[config.mk]
export PLATFORM = sky130hd
export DESIGN_NAME = modcnt_top
export DESIGN_NICKNAME = d
export VERILOG_FILES = /design/src/rtl/modcnt_pkg.sv /design/src/rtl/modcnt_down.sv /design/src/rtl/modcnt_sparse.sv /design/src/rtl/modcnt_top.sv
export SDC_FILE = /design/constraint.sdc
export NUM_CORES = 1
export LEC_CHECK = 0
export CORE_MARGIN = 4
export CORE_UTILIZATION = 45
export CTS_BUF_LIST = sky130_fd_sc_hd__clkbuf_16
export DETAILED_ROUTE_END_ITERATION = 7
export GPL_TIMING_DRIVEN = 0
export PLACE_DENSITY = 0.89
export SYNTH_ARGS = -nofsm -noshare
export SYNTH_HDL_FRONTEND = slang
export SYNTH_SLANG_ARGS = --single-unit
[constraint.sdc]
create_clock -name clk -period 3.3 [get_ports clk]
set_input_delay 0.66 -clock clk [delete_from_list [all_inputs] [get_ports clk]]
set_output_delay 0.66 -clock clk [all_outputs]
set_load 0.02 [all_outputs]
[src/rtl/modcnt_pkg.sv]
// Package: shared types for the reloadable modulo delay counter.
// Assumes nothing beyond IEEE 1800-2017.
package modcnt_pkg;

    // Selects which counter variant the top builds.
    typedef enum logic {
        MODE_DOWN  = 1'b0,  // sign-detect down-counter with reload
        MODE_FIXED = 1'b1   // fixed-end up-counter with sparse decode
    } mode_e;

endpackage

[src/rtl/modcnt_down.sv]
// Module: modcnt_down
// Down-counter with one guard (sign) bit. Starts at ld_val, steps down by
// one per enabled clock, and flags terminal count when the sign bit sets.
// No comparator against a target is used. The enabled edge after the
// terminal cycle reloads from ld_val, so the period is ld_val + 2.
// Assumes: synchronous active-low reset; ld_val held by the driver.
module modcnt_down #(
    parameter int WIDTH = 24
) (
    input  logic             clk,
    input  logic             rst_n,
    input  logic             en,
    input  logic [WIDTH-1:0] ld_val,
    output logic [WIDTH-1:0] count,
    output logic             tick
);
    localparam int          CW      = WIDTH + 1;
    localparam logic [CW-1:0] STEP  = {{WIDTH{1'b0}}, 1'b1};

    logic [CW-1:0] cnt_q;
    logic [CW-1:0] start_val;
    logic          below_zero;

    // Zero-extend the load value into the guarded counter width.
    assign start_val  = {1'b0, ld_val};
    assign below_zero = cnt_q[CW-1];

    // Counter register: load on reset, reload after terminal, else step down.
    always_ff @(posedge clk) begin
        if (!rst_n) begin
            cnt_q <= start_val;
        end else if (en) begin
            if (below_zero) begin
                cnt_q <= start_val;
            end else begin
                cnt_q <= cnt_q - STEP;
            end
        end
    end

    // Outputs: low bits as the count, guard bit as the terminal pulse.
    assign count = cnt_q[WIDTH-1:0];
    assign tick  = below_zero;

endmodule

[src/rtl/modcnt_sparse.sv]
// Module: modcnt_sparse
// Fixed-modulus up-counter. Counts from 0 and recognises END_VAL by looking
// only at the bit positions that are 1 in END_VAL; valid because the count
// never exceeds END_VAL. Wraps to 0 on the enabled edge after the match.
// Assumes: WIDTH >= 2, END_VAL nonzero.
module modcnt_sparse #(
    parameter int               WIDTH   = 24,
    parameter logic [WIDTH-1:0] END_VAL = 24'h989680
) (
    input  logic             clk,
    input  logic             rst_n,
    input  logic             en,
    output logic [WIDTH-1:0] count,
    output logic             tick
);
    localparam logic [WIDTH-1:0] CARE = END_VAL;
    localparam logic [WIDTH-1:0] STEP = {{(WIDTH-1){1'b0}}, 1'b1};

    logic [WIDTH-1:0] cnt_q;
    logic             at_end;

    // Sparse decode: every cared-for bit must be 1, others are don't-care.
    assign at_end = &(cnt_q | ~CARE);

    // Counter register: clear on reset, wrap after the end value, else step up.
    always_ff @(posedge clk) begin
        if (!rst_n) begin
            cnt_q <= '0;
        end else if (en) begin
            if (at_end) begin
                cnt_q <= '0;
            end else begin
                cnt_q <= cnt_q + STEP;
            end
        end
    end

    assign count = cnt_q;
    assign tick  = at_end;

endmodule

[src/rtl/modcnt_top.sv]
// Module: modcnt_top
// Reloadable modulo delay counter. MODE picks the sign-detect down-counter
// (period ld_val + 2) or the fixed-end up-counter (period END_VAL + 1).
// Assumes: synchronous active-low reset; single clock domain.
module modcnt_top
    import modcnt_pkg::*;
#(
    parameter int               WIDTH   = 24,
    parameter mode_e            MODE    = MODE_DOWN,
    parameter logic [WIDTH-1:0] END_VAL = 24'h989680
) (
    input  logic             clk,
    input  logic             rst_n,
    input  logic             en,
    input  logic [WIDTH-1:0] ld_val,
    output logic [WIDTH-1:0] count,
    output logic             tick
);

    // Variant selection at elaboration time.
    generate
        if (MODE == MODE_FIXED) begin : g_fixed
            logic unused_ld;
            assign unused_ld = ^ld_val;

            modcnt_sparse #(
                .WIDTH   (WIDTH),
                .END_VAL (END_VAL)
            ) u_sparse (
                .clk   (clk),
                .rst_n (rst_n),
                .en    (en),
                .count (count),
                .tick  (tick)
            );
        end else begin : g_down
            modcnt_down #(
                .WIDTH (WIDTH)
            ) u_down (
                .clk    (clk),
                .rst_n  (rst_n),
                .en     (en),
                .ld_val (ld_val),
                .count  (count),
                .tick   (tick)
            );
        end
    endgenerate

endmodule

=== Word-level counts from Yosys, hierarchy flattened ===
Cells that the tools add are included.

* Bits in registers: 25
* Output and inout port bits: 25
* Logic and storage cells: 7
* Bits of input ports: 27

* Equality and inequality tests: 1
* $add $sub $neg: 1
* Mux-type cells: 3

{| class="wikitable"
|+ Operator list
! kind !! count
|-
| 2-to-1 mux 24 bit || 2
|-
| 2-to-1 mux 25 bit || 1
|-
| subtractor 25 x 1 -> 25 bit, second input constant || 1
|-
| inequality test 2 x 1 -> 1 bit, second input constant || 1
|}

=== Depth between registers and ports, before layout ===
* Depth after elaboration: 4
* Mapped depth: 8
* Mapped depth without buffers: 6

=== Worst setup path after synthesis ===
OpenSTA, ideal clock, no wires.

* Kind: flip-flop to flip-flop
* Start: register g_down.u_down.cnt_q[0]
* End: register g_down.u_down.cnt_q[18], data pin
* Cell stages (with the launch flop): 9
* Path buffers: 2
* Path slack: 0.550 ns
* Arrival: 2.599 ns
* Clock period less this slack: 2.750 ns
* Required time: 3.148 ns
* Library setup time: 0.152 ns
* Path through: edfxtp_1 > inv_1 > ha_1 > or4b_1 > buf_2 > or4_4 > buf_6 > or4_1 > a31oi_1

* Cells in the longest elaborated chain, start to end: 4

{| class="wikitable"
|+ RTL lines
! item !! line !! text
|-
| from (decl) || modcnt_down.sv:20 || <nowiki>logic [CW-1:0] cnt_q;</nowiki>
|-
| from (signal assigned) || modcnt_down.sv:31 || <nowiki>cnt_q <= start_val;</nowiki>
|-
| from (signal assigned) || modcnt_down.sv:34 || <nowiki>cnt_q <= start_val;</nowiki>
|-
| from (signal assigned) || modcnt_down.sv:36 || <nowiki>cnt_q <= cnt_q - STEP;</nowiki>
|-
| subtractor 25 x 1 -> 25 bit || modcnt_down.sv:36 ||
|-
| 2-to-1 mux 25 bit || modcnt_down.sv:33 || <nowiki>if (below_zero) begin</nowiki>
|-
| 2-to-1 mux 24 bit || modcnt_down.sv:32 || <nowiki>end else if (en) begin</nowiki>
|-
| 2-to-1 mux 24 bit || modcnt_down.sv:30 || <nowiki>if (!rst_n) begin</nowiki>
|}

Every way passes these cells. The select of a mux whose other input is x is not followed.
A chain may end at the register's enable or synchronous reset.

=== Worst setup path in the final report ===
Ends and elaborated chain as after synthesis.

==> key figures <==
Outcome
  • Status: finished clean

Critical path
  • Crit-path leading delay family: simple AND/OR/NAND/NOR gates
  • Critical path, cell by cell: inv_1 > ha_1 > or4b_1 > buf_2 > or4_4 > buf_6 > or4_1 > a31oi_1
  • Slowest stage delay, CP: 0.52 ns
  • FF-to-FF setup slack: 0.51 ns
  • Crit Path Category: register to register
  • R2r endpoint: g_down.u_down.cnt_q[18]
  • Worst Setup Start Kind: register
  • Crit path max fanout: 10
  • Path depth of the worst reg2reg path: 8
  • CP bufs+invs: 3
  • Worst Setup End Kind: register
  • Critical path's slowest cell: or4_4
  • CP arrival: 2.89 ns
  • Critical R2R Launch: g_down.u_down.cnt_q[0]
  • Req. time, crit path: 3.41 ns

Routing
  • Routed Antenna Nets: 0
  • DRT Pass-1 Iters: 5
  • Vias/cell: 5.59
  • Routed length per instance: 14.8 um
  • WL final: 3760 um
  • Vias: 1426
  • Residual DRC count: 0
  • DR iter-0 viols: 119

Die
  • Ports: 52
  • Std-Cell Rows: 20
  • Die Footprint: 4320 sq um
  • Core area: 3130 sq um
  • Die width: 65.7 um
  • Initial Util: 0.479
  • Die Ht: 65.7 um

Clock network
  • Reg clk slew, reported paths: 0.07 ns
  • TritonCTS Buffers: 3
  • Sink Count: 25
  • Root Buffer: clkbuf_16
  • CTS Buffer Depth: 2
  • Clk Latency, worst-skew pair: 0.26 ns
  • CTS tree: done
  • Hold buffer count at cts: 0
  • Post-CTS Setup Bufs: 0
  • Post-CTS sizing: 0
  • CTS H-Tree Depth: 1

Timing
  • Post-route setup TNS: 0 ns
  • Actual slew at the worst max-slew pin: 1.15 ns
  • Tmin final: 2.79 ns
  • Max Slew Vio Count: 0
  • Slew HR: 0.236
  • Hold_ws: 0.530 ns
  • RSZ-0062 raised after global routing: false
  • Tcrit/Tclk final: 0.844
  • Fmax: 359 MHz
  • Clk_skew: 0.00743 ns
  • Hold Vio Cnt, Final: 0
  • Setup-failing EPs final: 0

Synthesis
  • Sequential area share after synthesis: 0.495
  • Post-synth EDFFs: 24
  • Synth Flop Type: edfxtp_1
  • Synthesized net count: 184
  • Post-Syn Area per Cell: 9.60 sq um
  • Async S/R FF share, synth: 0
  • Yosys cell types: 27
  • Synth top area cells: edfxtp_1 (48%), a31oi_1 (5.8%), nor2_1 (5.3%), o21ai_0 (5.0%), xnor2_1 (4.7%)
  • Top cell type by total area after synthesis: edfxtp_1
  • Synth top area share: 0.481
  • Cells after Synth: 156
  • Syn. warnings: 0
  • Yosys reg bits: 25
  • Mapped Area: 1500 sq um

Global route
  • Pin count of the biggest net entering global routing: 26
  • Global route overflow: 0
  • Initial antenna violation count: 0
  • First-pass GRT wire length: 5900 um
  • GRT Total Usage: 0.176
  • Vias in the first global route: 1293

Power and ir drop
  • Pwr/cell area: 427 nW/um^2
  • Comb pwr share: 0.235
  • Clk network pwr share: 0.293
  • Seq pwr share: 0.472
  • Leakage: 0.692 nW
  • Sw Ratio: 0.274
  • Internal power: 665 uW
  • Switching power total: 250 uW
  • Max IR drop VDD: 0.218 mV

Finish
  • Most frequent cells in the layout: clkdlybuf4s50_1 (51), edfxtp_1 (24), nor2_1 (21), o21ai_0 (15), a31oi_1 (14)
  • Commonest non-fill, non-tap cell in the layout: clkdlybuf4s50_1
  • Final #Nets: 240
  • Final Core Density: 0.685
  • Share of layout cells above drive strength 1: 0.0569
  • Top reg by flops: g_down.u_down.cnt_q
  • Fillcell total: 241
  • # diodes: 0
  • Max reg flops: 25
  • P&R area growth vs syn: 43.0%
  • Post-route cell area: 2140 sq um
  • Top Registers: g_down.u_down.cnt_q x25

Min path
  • Hold path depth: 2
  • Worst Hold Class: register to register
  • WHS Endpoint: g_down.u_down.cnt_q[24]
  • Min-Delay Startpoint: g_down.u_down.cnt_q[24]

Run
  • Max_cap viols: 0

Place
  • Placed wire-length estimate: 2720 um
  • Placed Area: 2060 sq um
  • Port bufs: 51
  • Final GP Congestion: 0.818
-- per-stage QoR --
| stage | power (mW) | worst slack [ns] | std cells |
|---|---|---|---|
| final | 0.915 | 0.514 | 255 |
| after global routing | 0.953 | 0.368 | 255 |
| after CTS | 0.918 | 0.505 | 255 |
| after detailed placement | 0.652 | 0.526 | 251 |
| after global placement | 0.648 | 0.571 | 251 |
| after floorplan | 0.536 | 0.550 | 156 |
-- per-layer routing --
layer	vias up	part of all wire	track usage
li1	708	-	-
met1	653	0.43	0.225
met2	60	0.48	0.293
met3	5	0.079	0.0444
met4	0	0.0082	0.0466
met5	-	0	0
-- worst min-delay path: cells and delay by family, from the launching register on --
family          cells  cell delay, ns
flops               1            0.32
compound gates      1            0.08
buf+inv             1            0.06
-- power by group through the flow --
stage | clock network (mW) | logic [mW] | registers [mW]
5_1_grt | 0.283 | 0.232 | 0.438
3_3_place_gp | 0 | 0.213 | 0.435
6_report | 0.268 | 0.215 | 0.432
2_1_floorplan | 0 | 0.0696 | 0.467
4_1_cts | 0.270 | 0.217 | 0.431
3_5_place_dp | 0 | 0.215 | 0.437
-- layout make-up --
class	instances	area (sq um)	area share
plain buffers	12	53.8	0.0251
repair buffers	51	510	0.238
flip-flops and latches	25	741	0.346
well taps	44	55.1	0.0257
inverters	3	11.3	0.00526
multi-input cells	116	692	0.323
clock inverters	1	3.75	0.00175
clock buffers	3	75.1	0.0350
-- worst max path at each step --
stage	startpoint	endpoint	slack, ns	cells past startpoint
floorplan	g_down.u_down.cnt_q[0]	g_down.u_down.cnt_q[18]	0.55	8
global route	g_down.u_down.cnt_q[0]	g_down.u_down.cnt_q[18]	0.37	8
global placement	g_down.u_down.cnt_q[0]	g_down.u_down.cnt_q[18]	0.57	8
finish	g_down.u_down.cnt_q[0]	g_down.u_down.cnt_q[18]	0.51	8
detailed placement	g_down.u_down.cnt_q[0]	g_down.u_down.cnt_q[22]	0.53	8
CTS	g_down.u_down.cnt_q[0]	g_down.u_down.cnt_q[18]	0.51	8
-- kinds of logic (layout without fill, tap and decap cells) --
| kind of cell | Yosys count | count (layout) | synth area share |
|---|---|---|---|
| compound gates | 38 | 38 | 0.157 |
| xor+xnor | 8 | 8 | 0.0468 |
| fa+ha+maj | 1 | 1 | 0.00835 |
| buf+inv | 15 | 70 | 0.0434 |
| flops | 25 | 25 | 0.495 |
| simple gates | 69 | 69 | 0.250 |
-- synth_stat cells (3+ instances only) --
cell type,n
a31oi_1,14
clkbuf_1,9
edfxtp_1,24
inv_1,3
nand2_1,13
nor2_1,21
nor3_1,3
nor4_1,3
o21ai_0,15
o31ai_1,5
o41ai_1,4
or3_1,7
or3_2,4
or4_1,8
xnor2_1,8
Power figures use the tool's default switching activity.
